$ cat config.mk
export PLATFORM = sky130hd
export DESIGN_NAME = agree_hold_reg
export DESIGN_NICKNAME = d
export VERILOG_FILES = /design/src/rtl/agree_hold_pkg.sv /design/src/rtl/ah_copy_bank.sv /design/src/rtl/ah_hold_bit.sv /design/src/rtl/agree_hold_reg.sv
export SDC_FILE = /design/constraint.sdc
export NUM_CORES = 1
export LEC_CHECK = 0
export BUFFER_PORTS_ARGS = -buffer_cell sky130_fd_sc_hd__clkbuf_2
export CAP_MARGIN = 20
export CORE_MARGIN = 5
export CORE_UTILIZATION = 36
export CTS_BUF_LIST = sky130_fd_sc_hd__clkbuf_8
export DETAILED_ROUTE_END_ITERATION = 12
export GPL_ROUTABILITY_DRIVEN = 0
export HOLD_SLACK_MARGIN = 0.02
export SYNTH_ARGS = -nofsm -noshare
export SYNTH_HDL_FRONTEND = slang
export SYNTH_SLANG_ARGS = --single-unit
export TNS_END_PERCENT = 30
$ cat constraint.sdc
create_clock -name clk -period 1.39 [get_ports clk]
set_clock_uncertainty 0.2 [all_clocks]
set_input_delay 0.139 -clock clk [delete_from_list [all_inputs] [get_ports clk]]
set_output_delay 0.139 -clock clk [all_outputs]
set_load 0.02 [all_outputs]
$ cat src/rtl/agree_hold_pkg.sv
package agree_hold_pkg;

  // Next value of one agreement-hold stage: take the copies when they
  // match, otherwise keep the present output.
  function automatic logic ah_next(input logic cur, input logic ca, input logic cb);
    logic agree;
    agree = ~(ca ^ cb);
    return agree ? ca : cur;
  endfunction

  // Value one copy captures, given the data and its flip mask bit.
  function automatic logic ah_capture(input logic d, input logic flip);
    return d ^ flip;
  endfunction

endpackage

$ cat src/rtl/ah_copy_bank.sv
module ah_copy_bank
  import agree_hold_pkg::*;
#(
  parameter int WIDTH = 8
) (
  input  logic             clk,
  input  logic             rst,
  input  logic [WIDTH-1:0] din,
  input  logic [WIDTH-1:0] flip,
  output logic [WIDTH-1:0] cpy
);

  logic [WIDTH-1:0] cap_next;

  for (genvar i = 0; i < WIDTH; i++) begin : g_cap
    assign cap_next[i] = ah_capture(din[i], flip[i]);
  end

  always_ff @(posedge clk) begin
    if (rst) cpy <= '0;
    else     cpy <= cap_next;
  end

endmodule

$ cat src/rtl/ah_hold_bit.sv
module ah_hold_bit
  import agree_hold_pkg::*;
(
  input  logic clk,
  input  logic rst,
  input  logic ca,
  input  logic cb,
  output logic q
);

  logic q_next;

  assign q_next = ah_next(q, ca, cb);

  always_ff @(posedge clk) begin
    if (rst) q <= 1'b0;
    else     q <= q_next;
  end

  // reset clears the hold stage
  a_r1_reset_clear: assert property (@(posedge clk) rst |=> (q == 1'b0));

  // agreeing copies are loaded
  a_r3_follow_agree: assert property (@(posedge clk) disable iff (rst)
    (ca == cb) |=> (q == $past(ca)));

  // split copies leave the output untouched
  a_r4_hold_on_split: assert property (@(posedge clk) disable iff (rst)
    (ca != cb) |=> $stable(q));

endmodule

$ cat src/rtl/agree_hold_reg.sv
module agree_hold_reg #(
  parameter int WIDTH = 8
) (
  input  logic             clk,
  input  logic             rst,
  input  logic [WIDTH-1:0] din,
  input  logic [WIDTH-1:0] inj_a,
  input  logic [WIDTH-1:0] inj_b,
  output logic [WIDTH-1:0] dout,
  output logic [WIDTH-1:0] split
);

  logic [WIDTH-1:0] copy_a;
  logic [WIDTH-1:0] copy_b;

  ah_copy_bank #(.WIDTH(WIDTH)) u_copy_a (
    .clk(clk), .rst(rst), .din(din), .flip(inj_a), .cpy(copy_a)
  );

  ah_copy_bank #(.WIDTH(WIDTH)) u_copy_b (
    .clk(clk), .rst(rst), .din(din), .flip(inj_b), .cpy(copy_b)
  );

  for (genvar i = 0; i < WIDTH; i++) begin : g_bit
    ah_hold_bit u_hold (
      .clk(clk), .rst(rst), .ca(copy_a[i]), .cb(copy_b[i]), .q(dout[i])
    );
  end

  assign split = copy_a ^ copy_b;

  // equal flip masks never leave a split behind
  a_r5_equal_flips_no_split: assert property (@(posedge clk) disable iff (rst)
    (inj_a == inj_b) |=> (split == '0));

  // reset leaves no split
  a_r1_reset_no_split: assert property (@(posedge clk) rst |=> (split == '0));

  // two clean, equal captures in a row put that data on the output
  a_r2_clean_latency: assert property (@(posedge clk) disable iff (rst)
    (inj_a == '0 && inj_b == '0 && $past(inj_a) == '0 && $past(inj_b) == '0
     && !$past(rst) && din == $past(din)) |=> (dout == $past(din)));

endmodule

# Word level (Yosys, flattened, before mapping)
# Index checks and enable logic that the tools add are counted.
# word_totals
reg_bits	24
output_inout_bits	16
in_bits	26
elab_cells	35
# op_classes
bitwise_logic	25
# op_table
op	n
1-bit XOR	24
8-bit XOR	1

# Logic depth before layout (Yosys ltp)
# Gate-level depths: netlist of the first run.
# logic_depth
word_depth	1
mapped_depth	2
mapped_depth_nobuf	2

# Hierarchy
# A second synthesis of the first run with hierarchy kept.
# hier_totals
cells_unflattened	90
area_unflattened_um2	883.3
# by_module_without_submodules
mod	area_per_inst_um2	cells_per_inst	n_inst	seq_area_each_um2
ah_copy_bank	271.5	25	2	160.2
ah_hold_bit	33.8	4	8	20.0
agree_hold_reg	70.1	8	1	0.0

# Worst setup path after synthesis of the first run
# No wires, ideal clock.
# synth_path
path_type	register -> output
startpoint	register u_copy_b.cpy[0]
endpoint	output port split[0]
path_slack_ns	0.351
arrival_time_ns	0.700
stages_incl_launch_ff	2
required_ns	1.051
path_buffers	0
path_cell_list	dfxtp_1 xor2_1
# synth_via
elab_chain_cells	1
# synth_rtl
element	line	rtl
start, declared	ah_copy_bank.sv:10	output logic [WIDTH-1:0] cpy
start signal, assigned	ah_copy_bank.sv:21	else cpy <= cap_next;
8-bit XOR	agree_hold_reg.sv:30	assign split = copy_a ^ copy_b;
end, declared	agree_hold_reg.sv:10	output logic [WIDTH-1:0] split
# Every way passes these cells.

# Final worst setup path of the first run
# layout_path
startpoint	register u_copy_b.cpy[3]
endpoint	output port split[3]
# Same word-level chain as after synthesis.

==> impl_metrics.py, run 1 <==
metrics = {
    "sta": {
        "rsz0062_at_grt": "no",
        "tightest_slew_ps": 450,
        "drv_slew": 0,
        "period_needed_ps": 1300,
        "period_share": 0.933,
        "setup-tns-final_ps": 0,
        "setup_viol": 0,
        "fmax_mhz": 771,
        "hold_viol_final": 0,
        "slew_headroom": 0.700,
    },
    "power_and_ir_drop": {
        "ir_worst_vdd_mv": 0.752,
        "power.leakage_uw": 0.000628,
        "p_per_area_mw_per_mm2": 1040,
    },
    "worst_setup_path": {
        "r2r_slack_ps": 490,
        "rr_endpoint": "g_bit[0].u_hold.q",
        "slowest_stage": "dfxtp_1",
        "worstPathCellList": "xor2_1, clkbuf_2",
        "endpoint_kind": "primary output",
        "cp.arrival_ps": 960,
        "start_kind": "flop",
        "critPathKind": "flop to primary output",
        "crit_fanout": 3,
        "slowest_delay_ps": 360,
        "worstPathRequired_ps": 1050,
        "rr_worst_depth": 2,
        "r2r_start": "g_bit[0].u_hold.q",
    },
    "routing": {
        "drt-total-wl_um": 1920,
        "drt_iter0_markers": 16,
        "num_vias": 804,
        "avgViaCountPerCell": 4.32,
        "firstDrtPassIters": 4,
        "wl_per_cell_um": 10.3,
        "drcViolationCount": 0,
        "antenna_left": 0,
    },
    "layout": {
        "fillers": 231,
        "final_core_util": 0.554,
        "syn2layout_area_growth_pct": 46.8,
        "multi_input_area_sq_um": 380,
        "instances_no_fill": 186,
        "num_antenna_cells": 0,
        "final_nets": 184,
        "seqCellArea_sq_um": 480,
        "layout-drive-gt1-share": 0.282,
    },
    "synth": {
        "syn_area_sq_um": 943,
        "synthesis.instances": 98,
        "seq_area_frac_synth": 0.509,
        "yosysTopAreaCellShare": 0.509,
        "synthTopCellsByArea": "dfxtp_1 51%, xnor2_1 15%, xor2_1 7.4%",
        "yosysUniqueCellTypes": 9,
        "synth_top_cell_by_area": "dfxtp_1",
        "syn_area_per_cell_sq_um": 9.63,
        "ys_seq_elements": 24,
        "synth_fp_nets": 124,
        "ys_warn_count": 0,
    },
    "global_routing": {
        "antenna_found_initial": 0,
        "grt_pass1_vias": 836,
        "grt_pass1_wl_um": 3320,
        "track_usage": 0.124,
        "use_met2": 0.246,
        "grt_max_degree": 25,
        "top_usage_layer": "met2",
        "met3_usage": 0.0482,
        "overflow": 0,
        "gr-usage-met1": 0.101,
    },
    "floorplanning": {
        "die_area_sq_mm": 0.00374,
        "rows": 18,
        "die_w_um": 61.2,
        "die_h_um": 61.2,
        "ios": 42,
        "start_util": 0.377,
        "coreArea_sq_mm": 0.00250,
    },
    "worst_hold_path": {
        "min_from": "rst",
        "holdPathEnd": "g_bit[6].u_hold.q",
        "min_path_cells": 2,
        "hold_class": "input port to flop",
    },
    "clock_tree": {
        "cts_root_buf": "clkbuf_8",
        "cts_sinks": 24,
        "post_cts_resized": 0,
        "clk_pin_slew_ps": 70,
        "postCtsSetupBuffers": 0,
        "numCtsBuffers": 3,
        "clock_latency_ps": 250,
        "ctsLongestPathBuffers": 2,
        "htreeDepth": 1,
        "cts_tree": "yes",
    },
    "placement": {
        "portBuffers": 41,
        "placedCellCount": 159,
        "dp_hpwl_um": 1240,
    },
    "flow_run": {
        "drv_cap": 0,
    },
    "status": {
        "status": "completed",
    },
}
==> how the worst max path moves through the flow <==
stage                    startpoint       end  slack, ps  depth (start not counted)
floorplan           u_copy_b.cpy[0]  split[0]        350                          1
global placement    u_copy_b.cpy[1]  split[1]        380                          2
detailed placement  u_copy_b.cpy[7]  split[7]        370                          2
CTS                 u_copy_b.cpy[3]  split[3]         70                          2
global route        u_copy_b.cpy[7]  split[7]          2                          2
finish              u_copy_b.cpy[3]  split[3]         90                          2
==> critical path: cells and delay by family, from the launching register on <==
family	cells	cell delay (ps)
flops	1	360
xor+xnor	1	160
buf+inv	1	190
==> layout by cell type, fill, tap and decap left out <==
cell,instances
nand2_1,8
xnor2_1,16
dfxtp_1,24
dlygate4sd3_1,24
a21oi_1,8
nor2_1,16
xor2_1,8
o21ai_0,8
clkbuf_2,41
clkbuf_8,3
==> synthesized netlist by cell type <==
library cell	n
a21oi_1	8
buf_4	8
buf_6	2
dfxtp_1	24
nand2_1	8
nor2_1	16
o21ai_0	8
xnor2_1	16
xor2_1	8
==> power breakdown <==
part	leakage, uW	switching (uW)	internal [uW]
Sequential	0.000198	30.6	733
Clock	0.0000216	184	193
Combinational	0.000408	144	153
==> registers in the layout (all words and copies together), names as in the netlist <==
signal          flops
g_bit.u_hold.q      8
u_copy_a.cpy        8
u_copy_b.cpy        8
==> final cells by class <==
cell class,instances,share of cell area
Clock buffer,3,0.0298
Multi-Input combinational cell,64,0.275
Sequential cell,24,0.347
Tap cell,30,0.0271
Timing Repair Buffer,65,0.322
==> routing by layer <==
layer,share of wire,wire (um)
met1,0.33,638
met2,0.57,1100
met3,0.059,113
met4,0.035,67
met5,0,0
==> stage by stage <==
| step | instance area, sq um | hold WS [ps] | total power, uW | setup slack [ps] |
|---|---|---|---|---|
| floorplan | 943 | 8.07 | 938 | 351 |
| global placement | 1100 | 178 | 1020 | 380 |
| detailed placement | 1100 | 185 | 1020 | 367 |
| CTS | 1390 | 173 | 1460 | 71.0 |
| global route | 1390 | 193 | 1530 | 1.57 |
| finish | 1390 | 164 | 1440 | 92.6 |
==> what timing repair did <==
item,in CTS,in global routing
setup endpoints to repair,0,0
endpoints found under the hold margin,16,0
hold buffers,24,0
==> logic make-up after synthesis <==
| family | Yosys count | share of synthesized area |
|---|---|---|
| simple gates | 24 | 0.0955 |
| flops | 24 | 0.509 |
| buf+inv | 10 | 0.0875 |
| xor+xnor | 24 | 0.223 |
| compound gates | 16 | 0.0849 |
Note: power is estimated with default switching activity, not from simulation.
==> run 2, diff against run 1 <==
- CELL_PAD_IN_SITES_DETAIL_PLACEMENT: not set -> 1
- CELL_PAD_IN_SITES_GLOBAL_PLACEMENT: not set -> 1
- CORE_UTILIZATION: 36 -> 34
- PLACE_DENSITY_LB_ADDON: not set -> 0.1
- clock period: 1.39 -> 1.33 ns (I/O delays scaled with it)
==> run 2 against run 1 <==
  * Critical path depth did not move
  * Final area rose by 0.72%
  * Sequential share of layout area barely moved
==> impl_metrics.py, run 2 (synthesized netlist as in run 1, its figures left out) <==
metrics = {
    "status": {
        "status": "completed",
    },
    "clock_tree": {
        "cts_sinks": 24,
        "clock_latency_ps": 250,
        "htreeDepth": 1,
        "cts_root_buf": "clkbuf_8",
        "cts_tree": "yes",
        "clk_pin_slew_ps": 80,
        "ctsLongestPathBuffers": 2,
        "numCtsBuffers": 3,
    },
    "placement": {
        "placedCellCount": 160,
        "pre_cts_ws_ps": 287,
        "dp_hpwl_um": 1430,
        "portBuffers": 41,
    },
    "worst_hold_path": {
        "hold_class": "input port to flop",
        "min_path_cells": 2,
    },
    "sta": {
        "fmax_mhz": 777,
        "period_needed_ps": 1290,
        "rsz0062_at_grt": "yes",
        "holdWs_ps": 171,
        "slew_headroom": 0.688,
        "setup_slack_ps": 43.3,
        "hold_viol_final": 0,
        "tightest_slew_ps": 469,
        "setup_viol": 0,
        "drv_slew": 0,
        "period_share": 0.967,
    },
    "routing": {
        "drt-total-wl_um": 2100,
        "drt_iter0_markers": 8,
        "num_vias": 812,
        "antenna_left": 0,
        "drcViolationCount": 0,
        "avgViaCountPerCell": 4.34,
        "wl_per_cell_um": 11.3,
        "firstDrtPassIters": 2,
    },
    "floorplanning": {
        "coreArea_sq_mm": 0.00271,
        "rows": 19,
        "die_h_um": 62.7,
        "die_w_um": 62.7,
        "ios": 42,
        "start_util": 0.348,
        "die_area_sq_mm": 0.00393,
    },
    "layout": {
        "instances_no_fill": 187,
        "final_core_util": 0.515,
        "multi_input_area_sq_um": 380,
        "top_regs": "g_bit.u_hold.q (8), u_copy_a.cpy (8), u_copy_b.cpy (8)",
        "fillers": 314,
        "num_antenna_cells": 0,
        "layout_common_cells": "34 x clkbuf_2, 24 x dlygate4sd3_1, 21 x dfxtp_1",
        "layout-drive-gt1-share": 0.301,
        "final_common_cell": "clkbuf_2",
        "final_nets": 184,
        "syn2layout_area_growth_pct": 47.9,
        "seqCellArea_sq_um": 484,
    },
    "power_and_ir_drop": {
        "p_per_area_mw_per_mm2": 1090,
        "power.leakage_uw": 0.000630,
        "total_power_uw": 1520,
        "ir_worst_vdd_mv": 0.542,
    },
    "global_routing": {
        "antenna_found_initial": 0,
        "track_usage": 0.112,
        "grt_max_degree": 25,
        "grt_pass1_vias": 850,
        "overflow": 0,
        "grt_pass1_wl_um": 3570,
    },
    "worst_setup_path": {
        "start_kind": "flop",
        "worstPathRequired_ps": 1000,
        "endpoint_kind": "primary output",
        "cp.arrival_ps": 950,
        "crit_fanout": 3,
        "rr_worst_depth": 2,
        "critPathKind": "flop to primary output",
    },
    "flow_run": {
        "drv_cap": 0,
    },
}
==> run 2: changes by cell type in the layout (fill, tap and decap cells not counted), sizes merged <==
cell and change:
buf +7, clkbuf -7
==> run 2: worst paths after layout <==
path / startpoint / endpoint / slack (ps)
max: u_copy_b.cpy[4] / split[4] / 40
min: rst / u_copy_b.cpy[7] / 170
max reg2reg: g_bit[4].u_hold.q / g_bit[4].u_hold.q / 400
min reg2reg: g_bit[1].u_hold.q / g_bit[1].u_hold.q / 270
==> run 2: cell type report <==
cell class | count | share of cell area
Clock buffer | 3 | 0.0296
Sequential cell | 24 | 0.347
Multi-Input combinational cell | 64 | 0.273
Tap cell | 31 | 0.0278
Timing Repair Buffer | 65 | 0.323
==> run 2: critical path, stage by stage, from the launching register on <==
cell	delay, ps
dfxtp_1	360
xor2_1	150
clkbuf_2	180
==> run 2: what timing repair did <==
item | in CTS | in global routing
resized for setup | 2 | 10
buffers inserted | 0 | 0
cloned | 0 | 0
endpoints found under the setup margin | 1 | 7
endpoints found under the hold margin | 16 | 0
hold buffers | 24 | 0
==> run 2: power by group <==
group          total [uW]  leakage [uW]  switching (uW)  internal (uW)
registers             801      0.000199            33.9            768
logic                 318      0.000410             152            165
clock network         403     0.0000216             201            202
==> run 2: per-layer routing <==
metal  track usage  part of all wire  up-vias
met3        0.0288             0.059        2
met5             0                 0        -
met4        0.0557             0.013        0
met1         0.107              0.36      369
met2         0.215              0.57       23
li1              -                 -      418
==> run 2: stage by stage <==
stage               TNS (ps)  cell area (sq um)
finish                     0               1400
global route           -7.26               1400
CTS                        0               1390
floorplan                  0                943
detailed placement         0               1100
global placement           0               1100
